File: src/rtl/trig_sense_pkg.sv
package trig_sense_pkg;

  typedef enum logic [2:0] {
    MODE_LOW  = 3'd0,
    MODE_HIGH = 3'd1,
    MODE_ANY  = 3'd2,
    MODE_RISE = 3'd3,
    MODE_FALL = 3'd4
  } match_mode_e;

  localparam int MODE_COUNT = 5;

  function automatic int mode_bit(input int mode, input int pin, input int pins);
    return mode * pins + pin;
  endfunction

endpackage

File: src/rtl/trig_pin_sync.sv
module trig_pin_sync #(
  parameter int WIDTH  = 2,
  parameter int STAGES = 2
) (
  input  logic             clk,
  input  logic             rst,
  input  logic [WIDTH-1:0] async_in,
  output logic [WIDTH-1:0] sync_out
);

  logic [WIDTH-1:0] chain_q [STAGES];

  genvar s;
  generate
    for (s = 0; s < STAGES; s++) begin : g_stage
      if (s == 0) begin : g_first
        always_ff @(posedge clk) begin
          if (rst) chain_q[s] <= '0;
          else     chain_q[s] <= async_in;
        end
      end else begin : g_next
        always_ff @(posedge clk) begin
          if (rst) chain_q[s] <= '0;
          else     chain_q[s] <= chain_q[s-1];
        end
      end
    end
  endgenerate

  assign sync_out = chain_q[STAGES-1];

endmodule

File: src/rtl/trig_pin_match.sv
module trig_pin_match
  import trig_sense_pkg::*;
(
  input  logic                  clk,
  input  logic                  rst,
  input  logic                  pin_now,
  input  logic [MODE_COUNT-1:0] mode_sel,
  output logic                  hit
);

  logic pin_prev;
  logic lvl_low, lvl_high, edge_any, edge_rise, edge_fall;

  always_ff @(posedge clk) begin
    if (rst) pin_prev <= 1'b0;
    else     pin_prev <= pin_now;
  end

  always_comb begin
    lvl_low   = ~pin_now;
    lvl_high  = pin_now;
    edge_any  = pin_now ^ pin_prev;
    edge_rise = pin_now & ~pin_prev;
    edge_fall = ~pin_now & pin_prev;
    hit = (mode_sel[MODE_LOW]  & lvl_low)
        | (mode_sel[MODE_HIGH] & lvl_high)
        | (mode_sel[MODE_ANY]  & edge_any)
        | (mode_sel[MODE_RISE] & edge_rise)
        | (mode_sel[MODE_FALL] & edge_fall);
  end

  logic only_rise;
  assign only_rise = (mode_sel == (MODE_COUNT'(1) << MODE_RISE));

  AST_RISE_SINGLE: assert property (@(posedge clk) disable iff (rst)
    (only_rise && hit) |=> (!hit || !$stable(mode_sel)));

endmodule

File: src/rtl/trig_sense.sv
module trig_sense
  import trig_sense_pkg::*;
#(
  parameter int PIN_COUNT   = 2,
  parameter int SYNC_STAGES = 2,
  parameter int ENABLE_BASE = 16,
  localparam int MODE_BITS  = MODE_COUNT * PIN_COUNT,
  localparam int SRC_COUNT  = PIN_COUNT + 2,
  localparam int CFG_W      = ENABLE_BASE + SRC_COUNT
) (
  input  logic                 clk,
  input  logic                 rst,
  input  logic [PIN_COUNT-1:0] ext_pin,
  input  logic                 adc_trig,
  input  logic                 logic_trig,
  input  logic [CFG_W-1:0]     cfg_word,
  output logic                 trig_o
);

  localparam int ADC_EN_BIT   = ENABLE_BASE + PIN_COUNT;
  localparam int LOGIC_EN_BIT = ENABLE_BASE + PIN_COUNT + 1;

  logic [PIN_COUNT-1:0] pin_sync;
  logic [PIN_COUNT-1:0] pin_hit;
  logic [SRC_COUNT-1:0] src_cond;
  logic [SRC_COUNT-1:0] src_en;
  logic                 trig_q;

  trig_pin_sync #(
    .WIDTH  (PIN_COUNT),
    .STAGES (SYNC_STAGES)
  ) u_sync (
    .clk      (clk),
    .rst      (rst),
    .async_in (ext_pin),
    .sync_out (pin_sync)
  );

  genvar p, m;
  generate
    for (p = 0; p < PIN_COUNT; p++) begin : g_pin
      logic [MODE_COUNT-1:0] sel;
      for (m = 0; m < MODE_COUNT; m++) begin : g_sel
        assign sel[m] = cfg_word[mode_bit(m, p, PIN_COUNT)];
      end
      trig_pin_match u_match (
        .clk      (clk),
        .rst      (rst),
        .pin_now  (pin_sync[p]),
        .mode_sel (sel),
        .hit      (pin_hit[p])
      );

      AST_HIGH_FOLLOWS: assert property (@(posedge clk) disable iff (rst)
        (cfg_word[ENABLE_BASE+p] && cfg_word[mode_bit(MODE_HIGH, p, PIN_COUNT)]
         && pin_sync[p]) |=> trig_o);
    end

    if (ENABLE_BASE > MODE_BITS) begin : g_gap
      logic unused_cfg_gap;
      assign unused_cfg_gap = ^cfg_word[ENABLE_BASE-1:MODE_BITS];
    end
  endgenerate

  assign src_cond = {logic_trig, adc_trig, pin_hit};
  assign src_en   = cfg_word[CFG_W-1:ENABLE_BASE];

  always_ff @(posedge clk) begin
    if (rst) trig_q <= 1'b0;
    else     trig_q <= |(src_cond & src_en);
  end

  assign trig_o = trig_q;

  AST_RESET_CLEAR: assert property (@(posedge clk)
    rst |=> !trig_o);

  AST_QUIET_WHEN_OFF: assert property (@(posedge clk) disable iff (rst)
    (src_en == '0) |=> !trig_o);

  AST_ADC_PASS: assert property (@(posedge clk) disable iff (rst)
    (cfg_word[ADC_EN_BIT] && adc_trig) |=> trig_o);

  AST_LOGIC_PASS: assert property (@(posedge clk) disable iff (rst)
    (cfg_word[LOGIC_EN_BIT] && logic_trig) |=> trig_o);

endmodule

File: config.mk
export PLATFORM = sky130hd
export DESIGN_NAME = trig_sense
export DESIGN_NICKNAME = d
export VERILOG_FILES = /design/src/rtl/trig_sense_pkg.sv /design/src/rtl/trig_pin_sync.sv /design/src/rtl/trig_pin_match.sv /design/src/rtl/trig_sense.sv
export SDC_FILE = /design/constraint.sdc
export NUM_CORES = 1
export LEC_CHECK = 0
export ABC_AREA = 1
export BUFFER_PORTS_ARGS = -buffer_cell sky130_fd_sc_hd__buf_4
export CAP_MARGIN = 10
export CORE_AREA = 2 2 39 41
export DETAILED_ROUTE_END_ITERATION = 16
export DIE_AREA = 0 0 41 43
export PLACE_DENSITY = 0.71
export SETUP_SLACK_MARGIN = 0.4
export SLEW_MARGIN = 20
export SYNTH_ARGS = -nofsm -noshare
export SYNTH_HDL_FRONTEND = slang
export SYNTH_SLANG_ARGS = --single-unit
File: constraint.sdc
create_clock -name clk -period 1.1 [get_ports clk]
set_clock_uncertainty 0.05 [all_clocks]
set_input_delay 0 -clock clk [delete_from_list [all_inputs] [get_ports clk]]
set_output_delay 0 -clock clk [all_outputs]
set_load 0.01 [all_outputs]
; Word level (Yosys, flattened, before mapping)
; Memory sizes are Yosys's and may differ from the RTL's.
; Cells that the tools add are included.
[word_totals]
reg_bits = 3
ramBits = 4
in_bits = 26
n_memories = 1
[memory_table]
columns = memory, words, word_bits, rd, rd_ports_with_merged_regs, wr, line
row1 = u_sync.chain_q, 2, 2, 2, 0, 2, trig_pin_sync.sv:11  ; logic [WIDTH-1:0] chain_q [STAGES];
[classes]
mux = 5
n_bitwise = 31
n_reduce_logical = 1
[op_table]
columns = operator, count
row1 = 1-bit AND, 14
row2 = 1-bit bitwise OR, 10
row3 = 4-bit AND, 1
row4 = 2-bit two-way mux, 2
row5 = 1-bit inverter, 4
row6 = 4-bit OR reduction, 1
row7 = 1-bit two-way mux, 3
row8 = 1-bit XOR, 2

; Longest topological paths before layout
; Gate-level depths: netlist of run 1.
[depth]
depth_word = 8
ltp_mapped = 10
mapped_depth_nobuf = 10

; By module
; From an unflattened synthesis of run 1, not the netlist that was laid out.
[unflattened]
cells_unflattened = 57
area_unflattened_um2 = 362.8
[by_module_without_submodules]
columns = mod, instances, cells_per_inst, area_each_um2, seq_area_each_um2
row1 = trig_pin_match, 2, 18, 101.3, 20.0
row2 = trig_pin_sync, 1, 12, 110.1, 80.1
row3 = trig_sense, 1, 9, 50.0, 20.0

; Least setup slack after synthesis of run 1
; No wires, ideal clock.
[synth_path]
path_type = reg-to-reg
from = memory u_sync.chain_q[1][0]
to = register trig_q (netlist: trig_o)
setup_ns = 0.109
arrival_time_ns = 0.968
t_required_ns = 0.941
path_slack_ns = -0.027
path_stages_with_launch = 11
path_buffers = 0
path_cell_list = dfxtp_1 > inv_1 > ha_1 > nand2_1 > inv_1 > nor2_1 > nand2_1 > nand2_1 > nand3_1 > nand2_1 > inv_1
[synth_rtl]
columns = element, line
row1 = "start, declared", trig_pin_sync.sv:11
row2 = "end signal, assigned", trig_sense.sv:70  ; else trig_q <= |(src_cond & src_en);
row3 = "end, declared", trig_sense.sv:27  ; logic trig_q;

==> flow_summary_export.csv, run 1 <==
group,metric,value,unit
cells_and_area,area_growth,74.0,%
timing,period_share,106,%
cts,cts_root_buf,"clkbuf_4",
cells_and_area,nFillCells,154,
logic_synthesis,yosys_register_bits,7,
logic_synthesis,synth.avg_cell_area,6.50,um^2
cells_and_area,n_antenna_cell,0,
cells_and_area,drive_gt1_share,40.9,%
drt,dr.pass1.iters,3,
placed_design,place_congestion,0.606,
run,cap_violations,0,
logic_synthesis,synthTopCellsByArea,"dfxtp_1, inv_1, ha_1, nand2_1, nor2_1",
global_route,grt_max_degree,8,
global_route,grtUsageTotal,9.90,%
timing,setup_slack,-0.0615,ns
logic_synthesis,syn_inst,57,
floorplanning,dieArea,0.00176,mm^2
worst_setup_path,critPathRequiredTime,1.20,ns
worst_setup_path,end_kind,"register",
cells_and_area,nets,119,
logic_synthesis,synth_cell_types,7,
logic_synthesis,syn_nets,87,
global_route,first_global_vias,343,
pwr,p_int,0.487,mW
drt,via_per_inst,3.83,
drt,postRouteAntennaNets,0,
cells_and_area,multiInputGateArea,170,um^2
floorplanning,rows,14,
pwr,leakage,0.380,nW
logic_synthesis,synth_top_area_share,37.8,%
logic_synthesis,yosysSeqAreaShare,37.8,%
global_route,grt_pass1_wl,1.14,mm
logic_synthesis,yosysTopAreaCell,"dfxtp_1",
timing,final-hold-violation-count,7,
worst_setup_path,r2r-start,"u_sync.chain_q[1][0]",
worst_setup_path,endpoint,"trig_o",
worst_setup_path,r2r_setup_slack,-0.06,ns
logic_synthesis,yosys_warnings,0,
status,violations,"hold timing, setup timing",
status,status,"finished with violations",
global_route,overflow,0,
worst_setup_path,path_max_fanout,3,
pwr,p_per_area,970,mW/mm^2
floorplanning,core_area,0.00138,mm^2
cts,hold_buffers,2,
logic_synthesis,synth_area,370,um^2
cts,htree_levels,1,
pwr,p_sw,0.138,mW
placed_design,port_buffers,20,
worst_setup_path,r2r_cells,10,
worst_hold_path,min_path_type,"primary input to register",
drt,routed_wl,733,um
floorplanning,die_x,41,um
floorplanning,die-height,43,um
cells_and_area,design_area,644,um^2
pwr,combPwrFrac,19.8,%
worst_setup_path,r2r-end,"trig_o",
global_route,antenna_found_initial,0,
timing,max-slew-margin-rel,94.1,%
placed_design,postPlaceCellArea,573,um^2
worst_setup_path,worstSetupPathType,"register to register",
worst_setup_path,arrival,1.26,ns
drt,wl_per_cell,7.05,um
timing,final-setup-viol-count,1,
timing,hold_ws,-0.0888,ns
cts,clock-sinks,7,
timing,slew_violations,0,
timing,tns,-0.0615,ns
timing,fin_crit,1.16,ns
worst_setup_path,start_kind,"register",
timing,max_freq,861,MHz
placed_design,place_hpwl,579,um
worst_hold_path,holdCritStartpoint,"rst",
placed_design,dpl_worst_slack,-0.0514,ns
pwr,ir_worst_vdd,0.000372,V
drt,vias,398,
pwr,clock_power_share,36.4,%
cts,cts.clk_slew.worst_paths,0.05,ns
timing,rsz0062_at_grt,"true",
timing,tightest_slew,0.0878,ns
cells_and_area,seq_area,145,um^2
pwr,pwr-share-seq,43.7,%
drt,dr.first_iter.drc_count,2,
cts,cts_tree,"built",
drt,route.detailed.drc,0,
floorplanning,initial_utilization,26.8,%
cts,ctsLongestPathBuffers,2,
floorplanning,io_pins,27,
cts,insertion_delay,0.25,ns
cts,cts_buffers,3,
worst_setup_path,worstSetupStartpoint,"u_sync.chain_q[1][0]",
pwr,switching_share,22.1,%
==> synthesized netlist by cell type <==
master   count
a22o_1       1
nor2_1      12
nand2_1     13
nand3_1      2
inv_1       18
dfxtp_1      7
ha_1         4
==> per-stage QoR <==
step,total power [mW],util [%],hold slack (ns),cells
global placement,0.388,41.4,0.149,97
finish,0.625,46.6,-0.0888,104
CTS,0.633,44.8,-0.103,103
global route,0.679,46.6,-0.0918,104
floorplan,0.317,-,0.0138,57
detailed placement,0.390,41.4,0.157,97
==> routing by layer <==
metal	routed length [um]	vias to the layer above	part of all wire, %	track usage [%]
li1	-	221	-	-
met1	299	161	41	10.8
met4	0	0	0	8.00
met5	0	-	0	0
met2	354	16	48	14.7
met3	78	0	11	3.14
==> how the worst min path moves through the flow <==
stage	end	depth (start not counted)
global route	g_pin[0].u_match.pin_prev	2
floorplan	u_sync.chain_q[1][0]	1
finish	g_pin[0].u_match.pin_prev	2
global placement	u_sync.chain_q[0][0]	3
CTS	u_sync.chain_q[1][1]	2
detailed placement	u_sync.chain_q[0][0]	3
==> final cells by class <==
cell class,count,area share [%]
Inverter,18,10.5
Sequential cell,7,22.5
Multi-Input combinational cell,32,26.4
Timing Repair Buffer,27,33.4
Clock buffer,4,4.08
Tap cell,16,3.11
==> state kept, by name, summed over array words and instances (netlist names) <==
name                    cells
u_sync.chain_q              4
g_pin.u_match.pin_prev      2
trig_o                      1
==> critical path, stage by stage (launching register included) <==
cell	delay, ns
dfxtp_2	0.34
inv_2	0.04
ha_1	0.16
nand2_1	0.07
inv_1	0.04
nor2_1	0.09
nand2_1	0.05
nand2_1	0.06
nand3_1	0.07
nand2_1	0.06
inv_1	0.03
==> timing repair <==
action / 4_1_cts / 5_1_grt
setup endpoints to repair: 3 / 4
setup buffers: 0 / 1
cloned: 0 / 0
endpoints found under the hold margin: 7 / 6
gates resized for setup: 2 / 6
pin swaps: 0 / 2
==> layout by cell type (no fill, tap or decap), drive strengths merged <==
master       synthesis  final
nor2                12     12
dfxtp                7      7
ha                   4      4
inv                 18     18
nand3                2      2
dlygate4sd3          0      2
nand2               13     13
a22o                 1      1
clkbuf               0      4
buf                  0     25
==> power by group through the flow <==
stage / combinational [mW] / sequential, mW / clock [mW]
after floorplan: 0.0384 / 0.279 / 0
after global placement: 0.111 / 0.277 / 0
after detailed placement: 0.113 / 0.277 / 0
after CTS: 0.120 / 0.273 / 0.241
after global routing: 0.143 / 0.274 / 0.262
final: 0.124 / 0.273 / 0.228
==> cells by family (layout without fill, tap and decap cells) <==
kind of cell,after synthesis,count (layout),share of synthesized area (%)
AOI/OAI and AO/OA,1,1,2.37
adders and majority gates,4,4,13.5
buffers and inverters,18,49,18.2
DFF,7,7,37.8
and+or+nand+nor,27,27,28.0
Power figures use the tool's default switching activity.
==> inputs of run 2 (changes only) <==
ABC_AREA = 0   (was 1)
PLACE_DENSITY = 0.67   (was 0.71)
==> run 2 against run 1 <==
Effect of this change: highest routed layer unchanged; worst setup slack lost 0.14 ns; final cell count shrank 27%; non-clock buffer count shrank 2; die area is the same; routed wire length grew 4.1%; global-route usage grew 1.9 points; power grew 0.75%; the run still ends with hold timing, setup timing left; largest cell class unchanged; count of clock-buffer cells in the layout is the same; critical path type unchanged.
==> flow_summary_export.csv, run 2 <==
group,metric,value,unit
placed_design,postPlaceCellArea,508,um^2
cells_and_area,design_area,593,um^2
timing,tns,-0.205,ns
drt,via_per_inst,4.26,
worst_setup_path,endpoint,"trig_o",
cts,cts_buffers,3,
drt,wl_per_cell,10.0,um
cts,cts_root_buf,"clkbuf_4",
pwr,leakage,0.268,nW
timing,fin_crit,1.31,ns
floorplanning,initial_utilization,23.2,%
global_route,antenna_found_initial,0,
worst_setup_path,r2r-start,"g_pin[0].u_match.pin_prev",
logic_synthesis,yosys_register_bits,7,
worst_setup_path,end_kind,"register",
pwr,p_per_area,1060,mW/mm^2
logic_synthesis,yosysMostFrequentCell,"dfxtp_1",
cells_and_area,regMostFlops,"u_sync.chain_q",
logic_synthesis,synth.avg_cell_area,10.4,um^2
drt,routed_wl,763,um
floorplanning,die_x,41,um
cts,cts.clk_slew.worst_paths,0.06,ns
cells_and_area,stdcell_count,76,
status,violations,"hold timing, setup timing",
logic_synthesis,synthTopCellsByArea,"dfxtp_1, ha_1, nor2b_1, mux2_1, a22o_1",
cells_and_area,final_cell_mix,"buf_4, nor2b_1, dfxtp_1",
timing,slew_violations,0,
floorplanning,core_area,0.00138,mm^2
drt,postRouteAntennaNets,0,
floorplanning,die-height,43,um
timing,hold_ws,-0.0287,ns
logic_synthesis,synth_common_cells,"dfxtp_1, nor2b_1, ha_1, inv_1",
drt,dr.first_iter.drc_count,2,
cells_and_area,nets,91,
status,status,"finished with violations",
logic_synthesis,yosysSeqAreaShare,43.6,%
logic_synthesis,syn_inst,31,
timing,tightest_slew,0.259,ns
placed_design,place_congestion,0.627,
global_route,grt_pass1_wl,1.28,mm
cells_and_area,area_growth,84.4,%
timing,final-setup-viol-count,1,
cts,insertion_delay,0.26,ns
timing,rsz0062_at_grt,"true",
run,cap_violations,0,
logic_synthesis,async_reset_ff_share,0,%
cts,htree_levels,1,
worst_setup_path,r2r-end,"trig_o",
timing,final-hold-violation-count,1,
drt,dr.pass1.iters,4,
global_route,first_global_vias,322,
logic_synthesis,synth_edf_count,0,
global_route,overflow,0,
timing,setup_slack,-0.205,ns
logic_synthesis,yosysTopAreaCell,"dfxtp_1",
cells_and_area,drive_gt1_share,60.0,%
pwr,ir_worst_vdd,0.000595,V
logic_synthesis,synth_top_flop_cell,"dfxtp_1",
placed_design,port_buffers,20,
placed_design,dp_cells,69,
worst_setup_path,critPathRequiredTime,1.19,ns
worst_setup_path,arrival,1.39,ns
logic_synthesis,synth_cell_types,12,
cells_and_area,largest_reg_flops,4,
worst_hold_path,min_path_type,"primary input to register",
drt,route.detailed.drc,0,
global_route,grtUsageTotal,11.8,%
cts,ctsLongestPathBuffers,2,
timing,max_freq,766,MHz
logic_synthesis,synth_area,322,um^2
logic_synthesis,syn_nets,61,
logic_synthesis,yosys_warnings,0,
worst_setup_path,worstSetupPathType,"register to register",
floorplanning,dieArea,0.00176,mm^2
worst_setup_path,r2r_cells,5,
cells_and_area,n_antenna_cell,0,
worst_setup_path,worstSetupStartpoint,"g_pin[0].u_match.pin_prev",
worst_setup_path,path_max_fanout,2,
cts,clock-sinks,7,
cts,postCtsSetupRepairBufs,0,
cells_and_area,final_common_cell,"buf_4",
floorplanning,io_pins,27,
cts,hold_buffers,3,
timing,period_share,119,%
global_route,grt_max_degree,8,
worst_setup_path,r2r_setup_slack,-0.21,ns
worst_setup_path,start_kind,"register",
cts,cts_tree,"built",
drt,vias,324,
floorplanning,rows,14,
timing,max-slew-margin-rel,82.8,%
logic_synthesis,synth_top_area_share,43.6,%
==> run 2: cell count changes after synthesis, sizes merged, moves of 2 or more <==
| cell | change |
|---|---|
| inv | -14 |
| mux2 | +2 |
| nor2b | +5 |
| nand3 | -2 |
| nor2 | -10 |
| nand2 | -13 |
==> run 2: stage by stage <==
stage                     hold WS, ns  setup WS (ns)  power, mW  util (%)
final                         -0.0287         -0.205      0.630      42.9
after global routing          -0.0406         -0.249      0.676      42.9
after CTS                     -0.0571         -0.161      0.639      41.6
after detailed placement        0.163         -0.189      0.373      36.7
after global placement          0.157         -0.155      0.370      36.7
after floorplan               0.00931         -0.121      0.305         -
==> run 2: logic make-up (layout without fill, tap and decap cells) <==
logic type               after synthesis  count (layout)  synth area share [%]
multiplexers                           2               2                  7.00
AO/OA/AOI/OAI                          6               6                  14.4
adder cells (fa/ha/maj)                4               4                  15.6
AND/OR/NAND/NOR                        8               8                  14.8
flip-flops                             7               7                  43.6
buffers and inverters                  4              33                  4.67
==> run 2: how the worst min path moves through the flow <==
stage,slack [ns],to,cells after the start,from
6_report,-0.03,trig_o,3,cfg_word[16]
4_1_cts,-0.06,trig_o,3,cfg_word[16]
5_1_grt,-0.04,trig_o,3,cfg_word[16]
3_3_place_gp,0.16,g_pin[0].u_match.pin_prev,2,rst
3_5_place_dp,0.16,g_pin[0].u_match.pin_prev,2,rst
2_1_floorplan,0.009,g_pin[0].u_match.pin_prev,1,rst
==> run 2: what timing repair did <==
item	4_1_cts	5_1_grt
endpoints found under the hold margin	7	1
pin swaps	1	1
gates resized for setup	7	3
cloned	0	0
endpoints found under the setup margin	4	4
==> run 2: area by class of cell <==
type / instances / area (um^2)
fill: 136 / 791
timing repair buffer: 25 / 199
multi-input combinational: 20 / 189
sequential: 7 / 144
clock buffer: 4 / 26.3
tap: 16 / 20.0
inverter: 4 / 15.0
==> run 2: routing by layer <==
| layer | vias to the layer above | track usage, % | wire length, um |
|---|---|---|---|
| met5 | - | 0 | 0 |
| met4 | 0 | 6.00 | 0 |
| met3 | 0 | 9.42 | 83 |
| met2 | 16 | 17.5 | 394 |
| met1 | 143 | 11.0 | 285 |
| li1 | 165 | - | - |
==> run 2: power by group <==
| part | switching, mW | internal [mW] | total [mW] |
|---|---|---|---|
| sequential | 0.00707 | 0.267 | 0.274 |
| clock | 0.103 | 0.139 | 0.242 |
| combinational | 0.0325 | 0.0810 | 0.114 |
| total | 0.143 | 0.487 | 0.630 |
==> run 2: worst max-delay path: stages, from the launching register on <==
cell	delay (ns)
dfxtp_2	0.33
inv_2	0.05
ha_4	0.25
and2b_2	0.21
o31ai_2	0.20
a31oi_1	0.10
